File: config.mk
export PLATFORM = sky130hd
export DESIGN_NAME = pci_cfg_hdr
export DESIGN_NICKNAME = d
export VERILOG_FILES = /design/src/rtl/pci_cfg_hdr_pkg.sv /design/src/rtl/io_bar_reg.sv /design/src/rtl/io_hit_dec.sv /design/src/rtl/cfg_rd_mux.sv /design/src/rtl/pci_cfg_hdr.sv
export SDC_FILE = /design/constraint.sdc
export NUM_CORES = 1
export LEC_CHECK = 0
export ABC_AREA = 1
export BUFFER_PORTS_ARGS = -buffer_cell sky130_fd_sc_hd__buf_4
export CAP_MARGIN = 20
export CORE_AREA = 2 2 76 78
export DETAILED_ROUTE_END_ITERATION = 12
export DIE_AREA = 0 0 78 80
export PLACE_DENSITY_LB_ADDON = 0.25
export RECOVER_POWER = 100
export SYNTH_ARGS = -nofsm -noshare
export SYNTH_HDL_FRONTEND = slang
export SYNTH_SLANG_ARGS = --single-unit
File: constraint.sdc
create_clock -name clk -period 1.66 [get_ports clk]
set_clock_uncertainty 0.05 [all_clocks]
set_input_delay 0.249 -clock clk [delete_from_list [all_inputs] [get_ports clk]]
set_output_delay 0.249 -clock clk [all_outputs]
set_load 0.05 [all_outputs]
File: src/rtl/pci_cfg_hdr_pkg.sv
package pci_cfg_hdr_pkg;

    // Bus command nibbles used by the window decoder
    typedef enum logic [3:0] {
        CMD_IO_READ  = 4'b0010,
        CMD_IO_WRITE = 4'b0011
    } io_cmd_e;

    // Dword indices of the implemented header words
    localparam int unsigned DW_CLASS = 2;
    localparam int unsigned DW_MISC  = 3;
    localparam int unsigned DW_IOBAR = 4;

    typedef struct packed {
        logic [7:0] base_class;
        logic [7:0] sub_class;
        logic [7:0] prog_if;
        logic [7:0] revision;
    } class_word_t;

    typedef struct packed {
        logic [7:0] bist;
        logic       multi_func;
        logic [6:0] layout;
        logic [7:0] lat_timer;
        logic [7:0] line_size;
    } misc_word_t;

    localparam class_word_t CLASS_WORD = '{
        base_class: 8'h02,
        sub_class:  8'h00,
        prog_if:    8'h00,
        revision:   8'h00
    };

    localparam misc_word_t MISC_WORD = '{
        bist:       8'h00,
        multi_func: 1'b0,
        layout:     7'h00,
        lat_timer:  8'h00,
        line_size:  8'h00
    };

    function automatic logic is_io_cmd(input logic [3:0] cmd);
        return (cmd == CMD_IO_READ) || (cmd == CMD_IO_WRITE);
    endfunction

endpackage

File: src/rtl/io_bar_reg.sv
module io_bar_reg #(
    parameter int ADDR_W   = 32,
    parameter int WIN_LOG2 = 5
) (
    input  logic                  clk,
    input  logic                  wr_en,
    input  logic [ADDR_W/8-1:0]   be,
    input  logic [ADDR_W-1:0]     wdata,
    output logic [ADDR_W-1:0]     bar_word
);
    localparam int LANES = ADDR_W / 8;
    localparam logic [ADDR_W-1:0] BASE_MASK = {ADDR_W{1'b1}} << WIN_LOG2;
    localparam logic [ADDR_W-1:0] LOW_WORD  = ADDR_W'(1);

    // No reset on purpose: the host-assigned base survives every reset.
    logic [ADDR_W-1:0] bar_q;

    for (genvar g = 0; g < LANES; g++) begin : g_lane
        always_ff @(posedge clk) begin
            if (wr_en && be[g]) begin
                bar_q[8*g +: 8] <= wdata[8*g +: 8];
            end
        end
    end

    // Fixed low bits: I/O space indicator plus zeros for the window size.
    assign bar_word = (bar_q & BASE_MASK) | LOW_WORD;

endmodule

File: src/rtl/io_hit_dec.sv
module io_hit_dec
    import pci_cfg_hdr_pkg::*;
#(
    parameter int ADDR_W   = 32,
    parameter int WIN_LOG2 = 5
) (
    input  logic              io_en,
    input  logic [3:0]        bus_cmd,
    input  logic [ADDR_W-1:0] bus_addr,
    input  logic [ADDR_W-1:0] bar_word,
    output logic              io_hit
);
    localparam logic [ADDR_W-1:0] BASE_MASK = {ADDR_W{1'b1}} << WIN_LOG2;

    logic base_eq;

    always_comb begin
        base_eq = ((bus_addr ^ bar_word) & BASE_MASK) == '0;
        io_hit  = io_en && is_io_cmd(bus_cmd) && base_eq;
    end

endmodule

File: src/rtl/cfg_rd_mux.sv
module cfg_rd_mux
    import pci_cfg_hdr_pkg::*;
#(
    parameter int ADDR_W = 32,
    parameter int DW_AW  = 6
) (
    input  logic [DW_AW-1:0]  dw_addr,
    input  logic [ADDR_W-1:0] bar_word,
    output logic [ADDR_W-1:0] rd_word
);
    always_comb begin
        case (dw_addr)
            DW_AW'(DW_CLASS): rd_word = ADDR_W'(CLASS_WORD);
            DW_AW'(DW_MISC):  rd_word = ADDR_W'(MISC_WORD);
            DW_AW'(DW_IOBAR): rd_word = bar_word;
            default:          rd_word = '0;
        endcase
    end

endmodule

File: src/rtl/pci_cfg_hdr.sv
module pci_cfg_hdr
    import pci_cfg_hdr_pkg::*;
#(
    parameter int ADDR_W   = 32,
    parameter int DW_AW    = 6,
    parameter int WIN_LOG2 = 5
) (
    input  logic                clk,
    input  logic                rst,
    input  logic                cfg_rd,
    input  logic                cfg_wr,
    input  logic [DW_AW-1:0]    cfg_dw_addr,
    input  logic [ADDR_W/8-1:0] cfg_be,
    input  logic [ADDR_W-1:0]   cfg_wdata,
    output logic [ADDR_W-1:0]   cfg_rdata,
    input  logic                io_en,
    input  logic [3:0]          bus_cmd,
    input  logic [ADDR_W-1:0]   bus_addr,
    output logic                io_hit
);
    logic [ADDR_W-1:0] bar_word;
    logic [ADDR_W-1:0] rd_word;
    logic              bar_wr;

    assign bar_wr = cfg_wr && (cfg_dw_addr == DW_AW'(DW_IOBAR));

    io_bar_reg #(.ADDR_W(ADDR_W), .WIN_LOG2(WIN_LOG2)) u_bar (
        .clk      (clk),
        .wr_en    (bar_wr),
        .be       (cfg_be),
        .wdata    (cfg_wdata),
        .bar_word (bar_word)
    );

    cfg_rd_mux #(.ADDR_W(ADDR_W), .DW_AW(DW_AW)) u_mux (
        .dw_addr  (cfg_dw_addr),
        .bar_word (bar_word),
        .rd_word  (rd_word)
    );

    io_hit_dec #(.ADDR_W(ADDR_W), .WIN_LOG2(WIN_LOG2)) u_dec (
        .io_en    (io_en),
        .bus_cmd  (bus_cmd),
        .bus_addr (bus_addr),
        .bar_word (bar_word),
        .io_hit   (io_hit)
    );

    always_ff @(posedge clk) begin
        if (rst) begin
            cfg_rdata <= '0;
        end else if (cfg_rd) begin
            cfg_rdata <= rd_word;
        end
    end

endmodule

==> results.md <==
- PortBufs: 100
- Area leader, netlist: edfxtp_1
- Final ANT Viol Nets: 0
- Worst Setup Slack, final: -0.117 ns
- Cell variety after synth: 20
- Share of layout cells above drive strength 1: 22.4%
- Max Slew Vio Count: 0
- Starting Density: 45.2%
- Ys async rst share: 0%
- Worst hold path type: in2reg
- Syn Area/Cell: 8.03 um^2
- Die area: 6240 um^2
- Pwr Density: 744 nW/um^2
- Delay-heaviest family, CP: simple AND/OR/NAND/NOR gates
- Final #Nets: 492
- Leak pwr: 1.46 nW
- CTS sink cnt: 55
- Tot GR Track Use: 18.7%
- Max-cap violations: 0
- P_int: 1.89 mW
- Top FF cell, synth: dfxtp_1
- CP Class: reg2out
- Rel. slew slack: 55.1%
- CP Max Fanout: 2
- Via count: 2,129
- Crit path buffers/inverters: 1
- DR DRC count: 0
- Antenna violations before repair: 0
- Rows: 27
- Via density: 4.42
- Clock slew at reported path FFs: 0.09 ns
- Final Power: 2.42 mW
- Final Setup Violations: 1
- Placed Instances: 472
- Die height: 80 um
- # IOs: 116
- Area grow syn2layout: 33.0%
- Yosys top cell area share: 33.2%
- Largest net degree at the start of global routing: 29
- DR iter-0 viols: 72
- Peak VDD IR: 514 uV
- Yosys Warn Count: 0
- Endpoints failing hold: 0
- Fin crit share: 107%
- Vias in the first global route: 2,086
- Most used standard cell by instance count after synthesis: nand2_1
- Antenna Cells: 0
- Measured slew at the worst slew-check pin: 0.672 ns
- Type of origin of the critical path: flop
- Clock Power Share: 30.6%
- Final std cells w/o fill: 482
- Width of the chip: 78 um
- Failing checks: negative setup slack
- RSZ-0062 raised after global routing: yes
- TritonCTS clock tree: built
- RePlAce Congestion: 0.769
- First-pass GRT wire length: 9.03 mm
- Avg WL per Cell: 11.5 um
- Flops & latches, synth: 55
- Minimum clock period: 1.78 ns
- Dpl hpwl: 4.06 mm
- Post-synthesis sequential area ratio: 56.2%
- Fin util: 60.1%
- Flop pwr share: 59.0%
- Power share of the combinational group: 10.3%
- Count of flip-flops with a built-in enable after synthesis: 27
- Mapped Area: 2440 um^2
- Switching share of total power: 21.7%
- Max Clk Rate: 563 MHz
- List of most frequent post-synthesis cells: nand2_1, inv_1, dfxtp_1
- Iteration count of the initial detailed-routing pass: 4
- CP Capture Type: output pin
- Post-Route WL: 5.54 mm
- Status: finished, violations left
- Gr ovfl total: 0
- Worst path cell trace: xnor2_1 > nand2_1 > nor2_1 > nand3_2 > nor2_2 > buf_6
- CTS buffer count: 5
- CP peak stage delay: 0.41 ns
- CP max-delay cell: edfxtp_1
- Root Driver: clkbuf_8
- Top post-synthesis cells by area: edfxtp_1, dfxtp_1, nand2_1
- Htree depth: 2
- Core outline area: 5410 um^2
- Clock buffer depth: 2
- Hold_buf cts: 0
- Post-Syn Instances: 304
- Clock Latency Late Sink: 0.29 ns
- Worst EP arrival: 1.48 ns
- Crit path required time: 1.36 ns
- Setup TNS: -0.117 ns
- NetSw: 0.525 mW
[path summary, 6_finish.rpt]
path | slack, ns | depth (start not counted) | start | endpoint
worst max-delay path | -0.12 | 6 | u_bar.bar_word[27]$_DFFE_PP_ | io_hit
worst min-delay path | 0.09 | 1 | cfg_wdata[12] | u_bar.bar_word[12]$_DFFE_PP_
worst max register to register | 0.76 | 3 | u_bar.bar_word[24]$_DFFE_PP_ | cfg_rdata[24]$_SDFFE_PP0P_
worst min register to register | 0.42 | 2 | cfg_rdata[23]$_SDFFE_PP0P_ | cfg_rdata[23]$_SDFFE_PP0P_
[area by class of cell]
| class | instances | area, um^2 |
|---|---|---|
| fill | 534 | 2160 |
| sequential | 55 | 1370 |
| multi-input combinational | 195 | 836 |
| timing repair buffer | 106 | 687 |
| inverter | 46 | 173 |
| tap | 72 | 90.1 |
| clock buffer | 7 | 86.3 |
| clock inverter | 1 | 3.75 |
[power groups by stage]
stage | clock [mW] | sequential [mW] | combinational (mW)
3_3_place_gp | 0 | 1.46 | 0.254
3_5_place_dp | 0 | 1.46 | 0.257
2_1_floorplan | 0 | 1.46 | 0.102
4_1_cts | 0.770 | 1.43 | 0.258
6_report | 0.741 | 1.43 | 0.249
5_1_grt | 0.812 | 1.43 | 0.278
[metrics by stage]
step           hold slack [ns]  setup slack, ns  instance area [um^2]
3_3_place_gp             0.378            0.164                  3250
5_1_grt                 0.0780           -0.260                  3250
3_5_place_dp             0.379            0.160                  3250
6_report                0.0933           -0.117                  3250
2_1_floorplan            0.298            0.156                  2450
4_1_cts                 0.0575           -0.122                  3360
[cell usage in the layout, fill, tap and decap left out, drive strengths merged]
| master | n |
|---|---|
| nor3 | 2 |
| clkbuf | 66 |
| xnor2 | 7 |
| clkinv | 2 |
| dfxtp | 28 |
| nand3 | 2 |
| nand2 | 123 |
| edfxtp | 27 |
| inv | 45 |
| nand4 | 1 |
| a21oi | 28 |
| conb | 4 |
| buf | 47 |
| nor2 | 28 |
[kinds of logic after synthesis]
| logic type | count (synthesis) | synth area share, % |
|---|---|---|
| DFF | 55 | 56.2 |
| xor gates and xnor gates | 7 | 2.51 |
| other | 1 | 0.154 |
| and+or+nand+nor | 156 | 25.3 |
| AOI/OAI and AO/OA | 28 | 5.89 |
| buffers and inverters | 57 | 9.99 |
[sequential cells by signal (all words and copies together) (netlist names)]
| name | flops |
|---|---|
| u_bar.bar_word | 27 |
| cfg_rdata | 28 |
[per-layer routing]
layer	wire length [um]	vias up	share of wire, %	GRT usage (%)
met4	78	0	1.4	7.02
met3	429	6	7.7	5.32
met1	2310	922	42	22.0
met2	2720	78	49	32.5
li1	-	1123	-	-
met5	0	-	0	0
[what timing repair did]
item | CTS | global route
pin swaps | 9 | 7
endpoints found under the setup margin | 1 | 1
gates resized for setup | 1 | 3
setup buffers | 1 | 1
endpoints found under the hold margin | 0 | 0
(Power assumes the default switching activity.)
